===== src/rtl/ringq_pkg.sv =====
package ringq_pkg;
  localparam int DESC_SHIFT = 5;  // 32-byte descriptors
  localparam int GATE_SWPTR = 0;
  localparam int GATE_DEPTH = 1;
  localparam int GATE_START = 2;

  typedef enum logic [2:0] {
    SEL_START = 3'd0,
    SEL_DEPTH = 3'd1,
    SEL_SWPTR = 3'd2,
    SEL_HWPTR = 3'd3,
    SEL_COUNT = 3'd4,
    SEL_AETH  = 3'd5,
    SEL_AFTH  = 3'd6,
    SEL_GATE  = 3'd7
  } regSel_e;

  typedef struct packed {
    logic ldStart;
    logic ldDepth;
    logic ldSwPtr;
    logic ldAeTh;
    logic ldAfTh;
  } ringStrobe_t;
endpackage


===== src/rtl/ringq_ctrl.sv =====
module ringq_ctrl
  import ringq_pkg::*;
#(
  parameter int ADDR_W = 32,
  parameter int IDX_W  = 10
) (
  input  logic              clk,
  input  logic              rstN,
  input  logic              regWr,
  input  logic [2:0]        regAddr,
  input  logic [2:0]        gateWrData,
  input  logic [ADDR_W-1:0] viewStart,
  input  logic [IDX_W:0]    viewDepth,
  input  logic [IDX_W-1:0]  viewSwIdx,
  input  logic [IDX_W-1:0]  viewHwIdx,
  input  logic [IDX_W:0]    viewCount,
  input  logic [IDX_W:0]    viewAeTh,
  input  logic [IDX_W:0]    viewAfTh,
  output ringStrobe_t       strobe,
  output logic [31:0]       regRdData
);
  logic [2:0] gateReg;
  regSel_e    sel;

  assign sel = regSel_e'(regAddr);

  // Decode register writes; three fields also need their gate bit
  always_comb begin
    strobe         = '0;
    strobe.ldStart = regWr && (sel == SEL_START) && gateReg[GATE_START];
    strobe.ldDepth = regWr && (sel == SEL_DEPTH) && gateReg[GATE_DEPTH];
    strobe.ldSwPtr = regWr && (sel == SEL_SWPTR) && gateReg[GATE_SWPTR];
    strobe.ldAeTh  = regWr && (sel == SEL_AETH);
    strobe.ldAfTh  = regWr && (sel == SEL_AFTH);
  end

  always_ff @(posedge clk) begin
    if (!rstN) gateReg <= '0;
    else if (regWr && (sel == SEL_GATE)) gateReg <= gateWrData;
  end

  always_comb begin
    case (sel)
      SEL_START: regRdData = 32'(viewStart);
      SEL_DEPTH: regRdData = 32'(viewDepth);
      SEL_SWPTR: regRdData = 32'(viewSwIdx) << DESC_SHIFT;
      SEL_HWPTR: regRdData = 32'(viewHwIdx) << DESC_SHIFT;
      SEL_COUNT: regRdData = 32'(viewCount);
      SEL_AETH:  regRdData = 32'(viewAeTh);
      SEL_AFTH:  regRdData = 32'(viewAfTh);
      default:   regRdData = 32'(gateReg);
    endcase
  end

  AST_GATE_START: assert property (@(posedge clk) disable iff (!rstN)
    (regWr && regAddr == 3'd0 && !gateReg[GATE_START]) |-> !strobe.ldStart);
  AST_GATE_DEPTH: assert property (@(posedge clk) disable iff (!rstN)
    (regWr && regAddr == 3'd1 && !gateReg[GATE_DEPTH]) |-> !strobe.ldDepth);
endmodule


===== src/rtl/ringq_dpath.sv =====
module ringq_dpath
  import ringq_pkg::*;
#(
  parameter int ADDR_W      = 32,
  parameter int IDX_W       = 10,
  parameter bit HW_PRODUCER = 1'b0
) (
  input  logic              clk,
  input  logic              rstN,
  input  ringStrobe_t       strobe,
  input  logic [31:0]       wrData,
  input  logic              hwAdv,
  output logic [ADDR_W-1:0] startOut,
  output logic [IDX_W:0]    depthOut,
  output logic [IDX_W-1:0]  swIdxOut,
  output logic [IDX_W-1:0]  hwIdxOut,
  output logic [IDX_W:0]    countOut,
  output logic [IDX_W:0]    aeThOut,
  output logic [IDX_W:0]    afThOut,
  output logic [ADDR_W-1:0] hwAddr,
  output logic              emptyFlag,
  output logic              fullFlag,
  output logic              almostEmpty,
  output logic              almostFull
);
  localparam int CNT_W = IDX_W + 1;
  localparam logic [CNT_W-1:0] DEPTH_RST = CNT_W'(1) << IDX_W;
  localparam logic [CNT_W-1:0] AFTH_RST  = DEPTH_RST - CNT_W'(1);

  logic [ADDR_W-1:0] startReg;
  logic [CNT_W-1:0]  depthReg, aeThReg, afThReg;
  logic [IDX_W-1:0]  swIdxReg, hwIdxReg;
  logic [IDX_W-1:0]  wrIdx, rdIdx, idxMask;
  logic [CNT_W-1:0]  depthM1, validCnt;
  logic              hwGo;

  assign depthM1  = depthReg - CNT_W'(1);
  assign idxMask  = depthM1[IDX_W-1:0];
  assign validCnt = {1'b0, (wrIdx - rdIdx) & idxMask};

  assign emptyFlag   = (validCnt == '0);
  assign fullFlag    = (validCnt == depthM1);
  assign almostEmpty = (validCnt <= aeThReg);
  assign almostFull  = (validCnt >= afThReg);

  // Direction picks which pointer the hardware owns and what count reports
  generate
    if (HW_PRODUCER) begin : g_prod
      assign wrIdx    = hwIdxReg;
      assign rdIdx    = swIdxReg;
      assign hwGo     = hwAdv & ~fullFlag;
      assign countOut = depthM1 - validCnt;
      AST_NO_OVERRUN: assert property (@(posedge clk) disable iff (!rstN)
        (hwAdv && fullFlag) |=> $stable(hwIdxReg));
    end else begin : g_cons
      assign wrIdx    = swIdxReg;
      assign rdIdx    = hwIdxReg;
      assign hwGo     = hwAdv & ~emptyFlag;
      assign countOut = validCnt;
      AST_NO_UNDERRUN: assert property (@(posedge clk) disable iff (!rstN)
        (hwAdv && emptyFlag) |=> $stable(hwIdxReg));
    end
  endgenerate

  always_ff @(posedge clk) begin
    if (!rstN) begin
      startReg <= '0;
      depthReg <= DEPTH_RST;
      aeThReg  <= '0;
      afThReg  <= AFTH_RST;
      swIdxReg <= '0;
      hwIdxReg <= '0;
    end else begin
      if (strobe.ldStart) startReg <= wrData[ADDR_W-1:0];
      if (strobe.ldDepth) depthReg <= wrData[CNT_W-1:0];
      if (strobe.ldAeTh)  aeThReg  <= wrData[CNT_W-1:0];
      if (strobe.ldAfTh)  afThReg  <= wrData[CNT_W-1:0];
      if (strobe.ldSwPtr)
        swIdxReg <= wrData[IDX_W+DESC_SHIFT-1:DESC_SHIFT] & idxMask;
      if (hwGo) hwIdxReg <= (hwIdxReg + IDX_W'(1)) & idxMask;
    end
  end

  assign hwAddr   = startReg + (ADDR_W'(hwIdxReg) << DESC_SHIFT);
  assign startOut = startReg;
  assign depthOut = depthReg;
  assign swIdxOut = swIdxReg;
  assign hwIdxOut = hwIdxReg;
  assign aeThOut  = aeThReg;
  assign afThOut  = afThReg;

  AST_SW_HOLD: assert property (@(posedge clk) disable iff (!rstN)
    !strobe.ldSwPtr |=> $stable(swIdxReg));
  AST_FLAG_EXCL: assert property (@(posedge clk) disable iff (!rstN)
    (depthReg > CNT_W'(1)) |-> !(emptyFlag && fullFlag));
endmodule


===== src/rtl/ring_ptr_mgr.sv =====
module ring_ptr_mgr
  import ringq_pkg::*;
#(
  parameter int ADDR_W      = 32,
  parameter int IDX_W       = 10,
  parameter bit HW_PRODUCER = 1'b0
) (
  input  logic              clk,
  input  logic              rstN,
  input  logic              regWr,
  input  logic [2:0]        regAddr,
  input  logic [31:0]       regWrData,
  output logic [31:0]       regRdData,
  input  logic              hwAdv,
  output logic [ADDR_W-1:0] hwAddr,
  output logic              qEmpty,
  output logic              qFull,
  output logic              qAlmostEmpty,
  output logic              qAlmostFull
);
  localparam int CNT_W = IDX_W + 1;

  ringStrobe_t       strobe;
  logic [ADDR_W-1:0] startV;
  logic [CNT_W-1:0]  depthV, countV, aeV, afV;
  logic [IDX_W-1:0]  swV, hwV;

  ringq_ctrl #(.ADDR_W(ADDR_W), .IDX_W(IDX_W)) uCtrl (
    .clk(clk), .rstN(rstN), .regWr(regWr), .regAddr(regAddr),
    .gateWrData(regWrData[2:0]),
    .viewStart(startV), .viewDepth(depthV), .viewSwIdx(swV), .viewHwIdx(hwV),
    .viewCount(countV), .viewAeTh(aeV), .viewAfTh(afV),
    .strobe(strobe), .regRdData(regRdData)
  );

  ringq_dpath #(.ADDR_W(ADDR_W), .IDX_W(IDX_W), .HW_PRODUCER(HW_PRODUCER)) uDpath (
    .clk(clk), .rstN(rstN), .strobe(strobe), .wrData(regWrData), .hwAdv(hwAdv),
    .startOut(startV), .depthOut(depthV), .swIdxOut(swV), .hwIdxOut(hwV),
    .countOut(countV), .aeThOut(aeV), .afThOut(afV), .hwAddr(hwAddr),
    .emptyFlag(qEmpty), .fullFlag(qFull),
    .almostEmpty(qAlmostEmpty), .almostFull(qAlmostFull)
  );
endmodule


===== config.mk =====
export PLATFORM = sky130hd
export DESIGN_NAME = ring_ptr_mgr
export DESIGN_NICKNAME = d
export VERILOG_FILES = /design/src/rtl/ringq_pkg.sv /design/src/rtl/ringq_ctrl.sv /design/src/rtl/ringq_dpath.sv /design/src/rtl/ring_ptr_mgr.sv
export SDC_FILE = /design/constraint.sdc
export NUM_CORES = 1
export LEC_CHECK = 0
export BUFFER_PORTS_ARGS = -buffer_cell sky130_fd_sc_hd__buf_2
export CAP_MARGIN = 20
export CORE_MARGIN = 2
export CORE_UTILIZATION = 41
export CTS_CLUSTER_SIZE = 28
export DETAILED_ROUTE_END_ITERATION = 7
export PLACE_DENSITY = 0.62
export SLEW_MARGIN = 10
export SYNTH_ARGS = -nofsm -noshare
export SYNTH_HDL_FRONTEND = slang
export SYNTH_SLANG_ARGS = --single-unit

===== constraint.sdc =====
create_clock -name clk -period 6 [get_ports clk]
set_clock_uncertainty 0.05 [all_clocks]
set_input_delay 0.6 -clock clk [delete_from_list [all_inputs] [get_ports clk]]
set_output_delay 0.6 -clock clk [all_outputs]
set_load 0.01 [all_outputs]

==> run_results.csv <==
group,metric,value,unit
final_layout,final_common_cell,"nand2_1",
synth,syn-cell-area,6290,sq um
cts,cts.clk_slew.worst_paths,0.06,ns
route,wl_per_cell,17.8,microns
synth,synth_area_leaders,"dfxtp_1 28%, nand2_1 8.2%, ha_1 7.4%",
sta,worst_pin_slew,0.985,ns
worst_hold_path,hold_path.class,"reg2reg",
sta,rsz0062_at_grt,"false",
sta,post-route-min-period,4.67,ns
sta,fin_crit_sh,77.8,%
synth,synth_edf_count,0,
synth,synthFlopType,"dfxtp_1",
critical_path,rr_worst_depth,10,
critical_path,criticalPathCategory,"reg2out",
sta,slew_viol_final,0,
final_layout,nets,942,
route,post-route-drc-count,0,
cts,cts.path.max_buffers,2,
cts,clk_latency,0.35,ns
sta,slew-limit-headroom,34.0,%
floorplan,dieArea,16400,sq um
final_layout,finalInstanceArea,7200,sq um
final_layout,stdcell_count,1056,
floorplan,rows,45,
run_status,status,"completed",
critical_path,cp_max_fo,7,
global_route,first_global_vias,5431,
power_and_ir_drop,max-vdd-ir-drop,0.126,mV
synth,synth-seq-cells,88,
cts,cts_tree,"done",
route,drt-total-wl,18.8,mm
cts,numCtsBuffers,9,
run,maxCapViolCount,0,
critical_path,worstPathArrival,4.02,ns
route,drtIter0Drc,359,
route,dr.pass1.iters,5,
global_route,antenna_found_initial,0,
sta,hold_viol,0,
synth,syn-num-nets,866,
route,num_vias,5849,
synth,yosysWarnings,0,
sta,tns,0,ns
cts,cts_root_buf,"clkbuf_16",
sta,setup_violations,0,
route,detail-route-antenna-nets,0,
sta,max_freq,0.214,GHz
critical_path,critical_path_required,5.35,ns
power_and_ir_drop,power,1.42,mW
placed_design,portBuffers,106,
final_layout,antenna_cells,0,
floorplan,start_util,41.7,%
final_layout,syn2layout_area_growth,14.4,%
floorplan,io-pin-count,107,
cts,clkSinkCount,88,
synth,synthCells,788,
placed_design,place_area,6890,sq um
synth,synth_top_area_share,28.0,%
placed_design,dp_hpwl,13.9,mm
placed_design,dp.cells,1041,
floorplan,die_w,128,microns
floorplan,fp.dieH,128,microns
worst_hold_path,hold_depth,2,
final_layout,final_layout_size_suffix_gt1_share,17.5,%
synth,synth_area_per_cell,7.99,sq um
cts,postCtsSetupBuffers,0,
synth,yosysTopAreaCell,"dfxtp_1",
global_route,grt_pass1_wl,29.6,mm
synth,ys_types,70,
cts,htreeDepth,3,
route,vias_per_cell,5.54,
global_route,grt_max_degree,90,
synth,synth-async-reset-ratio,0,%
floorplan,core_area,15100,sq um
global_route,track_usage,23.3,%
synth,synth-seq-area-share,28.0,%
critical_path,end_kind,"primary output",
final_layout,most-common-layout-cells,"137 x nand2_1, 106 x buf_2, 88 x dfxtp_1",
critical_path,cp-start-kind,"register",
global_route,grt-ovfl-total,0,
final_layout,post-route-util,47.7,%
cts,ctsResizeCount,0,
cts,cts_hold_buf,0,
final_layout,nFillCells,1561,
power_and_ir_drop,p_leak,3.27,nW
placed_design,routabilityCongestion,0.891,
power_and_ir_drop,power_density,197,nW/um^2
-- path summary, 6_finish.rpt --
path                            slack (ns)                         endpoint                            start
worst max-delay path                  1.33                     qAlmostEmpty  uDpath.hwIdxOut[0]$_SDFFE_PN0P_
worst min-delay path                  0.43   uDpath.aeThOut[2]$_SDFFE_PN0P_   uDpath.aeThOut[2]$_SDFFE_PN0P_
worst max register to register        2.44  uDpath.hwIdxOut[8]$_SDFFE_PN0P_  uDpath.hwIdxOut[1]$_SDFFE_PN0P_
worst min register to register        0.43   uDpath.aeThOut[2]$_SDFFE_PN0P_   uDpath.aeThOut[2]$_SDFFE_PN0P_
-- report_power, final --
group	internal (mW)	leakage (nW)	switching [mW]	total, mW
sequential	0.590	0.711	0.00657	0.597
clock	0.355	0.148	0.236	0.590
combinational	0.0971	2.42	0.135	0.232
-- logic make-up (layout without fill, tap and decap cells) --
logic type               after synthesis  in the layout  share of synthesized area (%)
multiplexers                          37             37                           7.43
flip-flops                            88             88                           28.0
buffers and inverters                 86            166                           5.62
XOR/XNOR                              43             43                           5.98
adder cells (fa/ha/maj)               40             40                           8.15
AO/OA/AOI/OAI                        180            180                           20.3
AND/OR/NAND/NOR                      314            314                           24.6
-- routing by layer --
layer	vias up	global-route usage [%]	share of wire (%)
met1	2792	31.3	46
met4	0	8.73	2.3
li1	2895	-	-
met5	-	0	0
met2	136	38.4	47
met3	26	3.01	4.4
-- synthesized netlist by cell type (22+ instances only) --
library cell / count
dfxtp_1: 88
clkbuf_1: 33
nor2b_1: 27
a21boi_0: 52
xnor2_1: 23
nand2_1: 137
and2_1: 24
ha_1: 37
o21ai_0: 29
mux2i_1: 22
inv_1: 41
nor2_1: 40
-- cell type report --
type	instances	area (sq um)	share of cell area (%)
Clock buffer	13	270	3.75
Clock inverter	2	37.5	0.521
Inverter	41	154	2.14
Multi-Input combinational cell	614	4180	58.1
Sequential cell	88	1760	24.5
Tap cell	188	235	3.27
Timing Repair Buffer	110	561	7.79
-- critical path, cell delays in order (launching register included) --
cell and delay (ns):
dfxtp_1 0.44, ha_1 0.21, inv_1 0.05, fa_1 0.40
a21o_1 0.23, a21oi_1 0.18, xor2_1 0.24, nor2_1 0.15
ha_1 0.32, nand3_1 0.09, a21oi_1 0.05, a211oi_1 0.34
o32ai_1 0.18, a31oi_1 0.20, maj3_1 0.19, o21bai_1 0.06
a31oi_1 0.16, buf_2 0.17
-- state kept, by name (all words and copies together), names as in the netlist --
register	cells
uDpath.hwIdxOut	10
uDpath.afThOut	11
uDpath.aeThOut	11
uDpath.swIdxOut	10
uDpath.startOut	32
uCtrl.gateReg	3
uDpath.depthOut	11
-- stage by stage --
stage	hold slack (ns)	worst slack [ns]
floorplan	0.402	2.26
global placement	0.422	1.88
detailed placement	0.430	1.77
CTS	0.434	1.37
global route	0.445	1.02
finish	0.433	1.33
No activity file was read; power rests on OpenSTA's default activity.
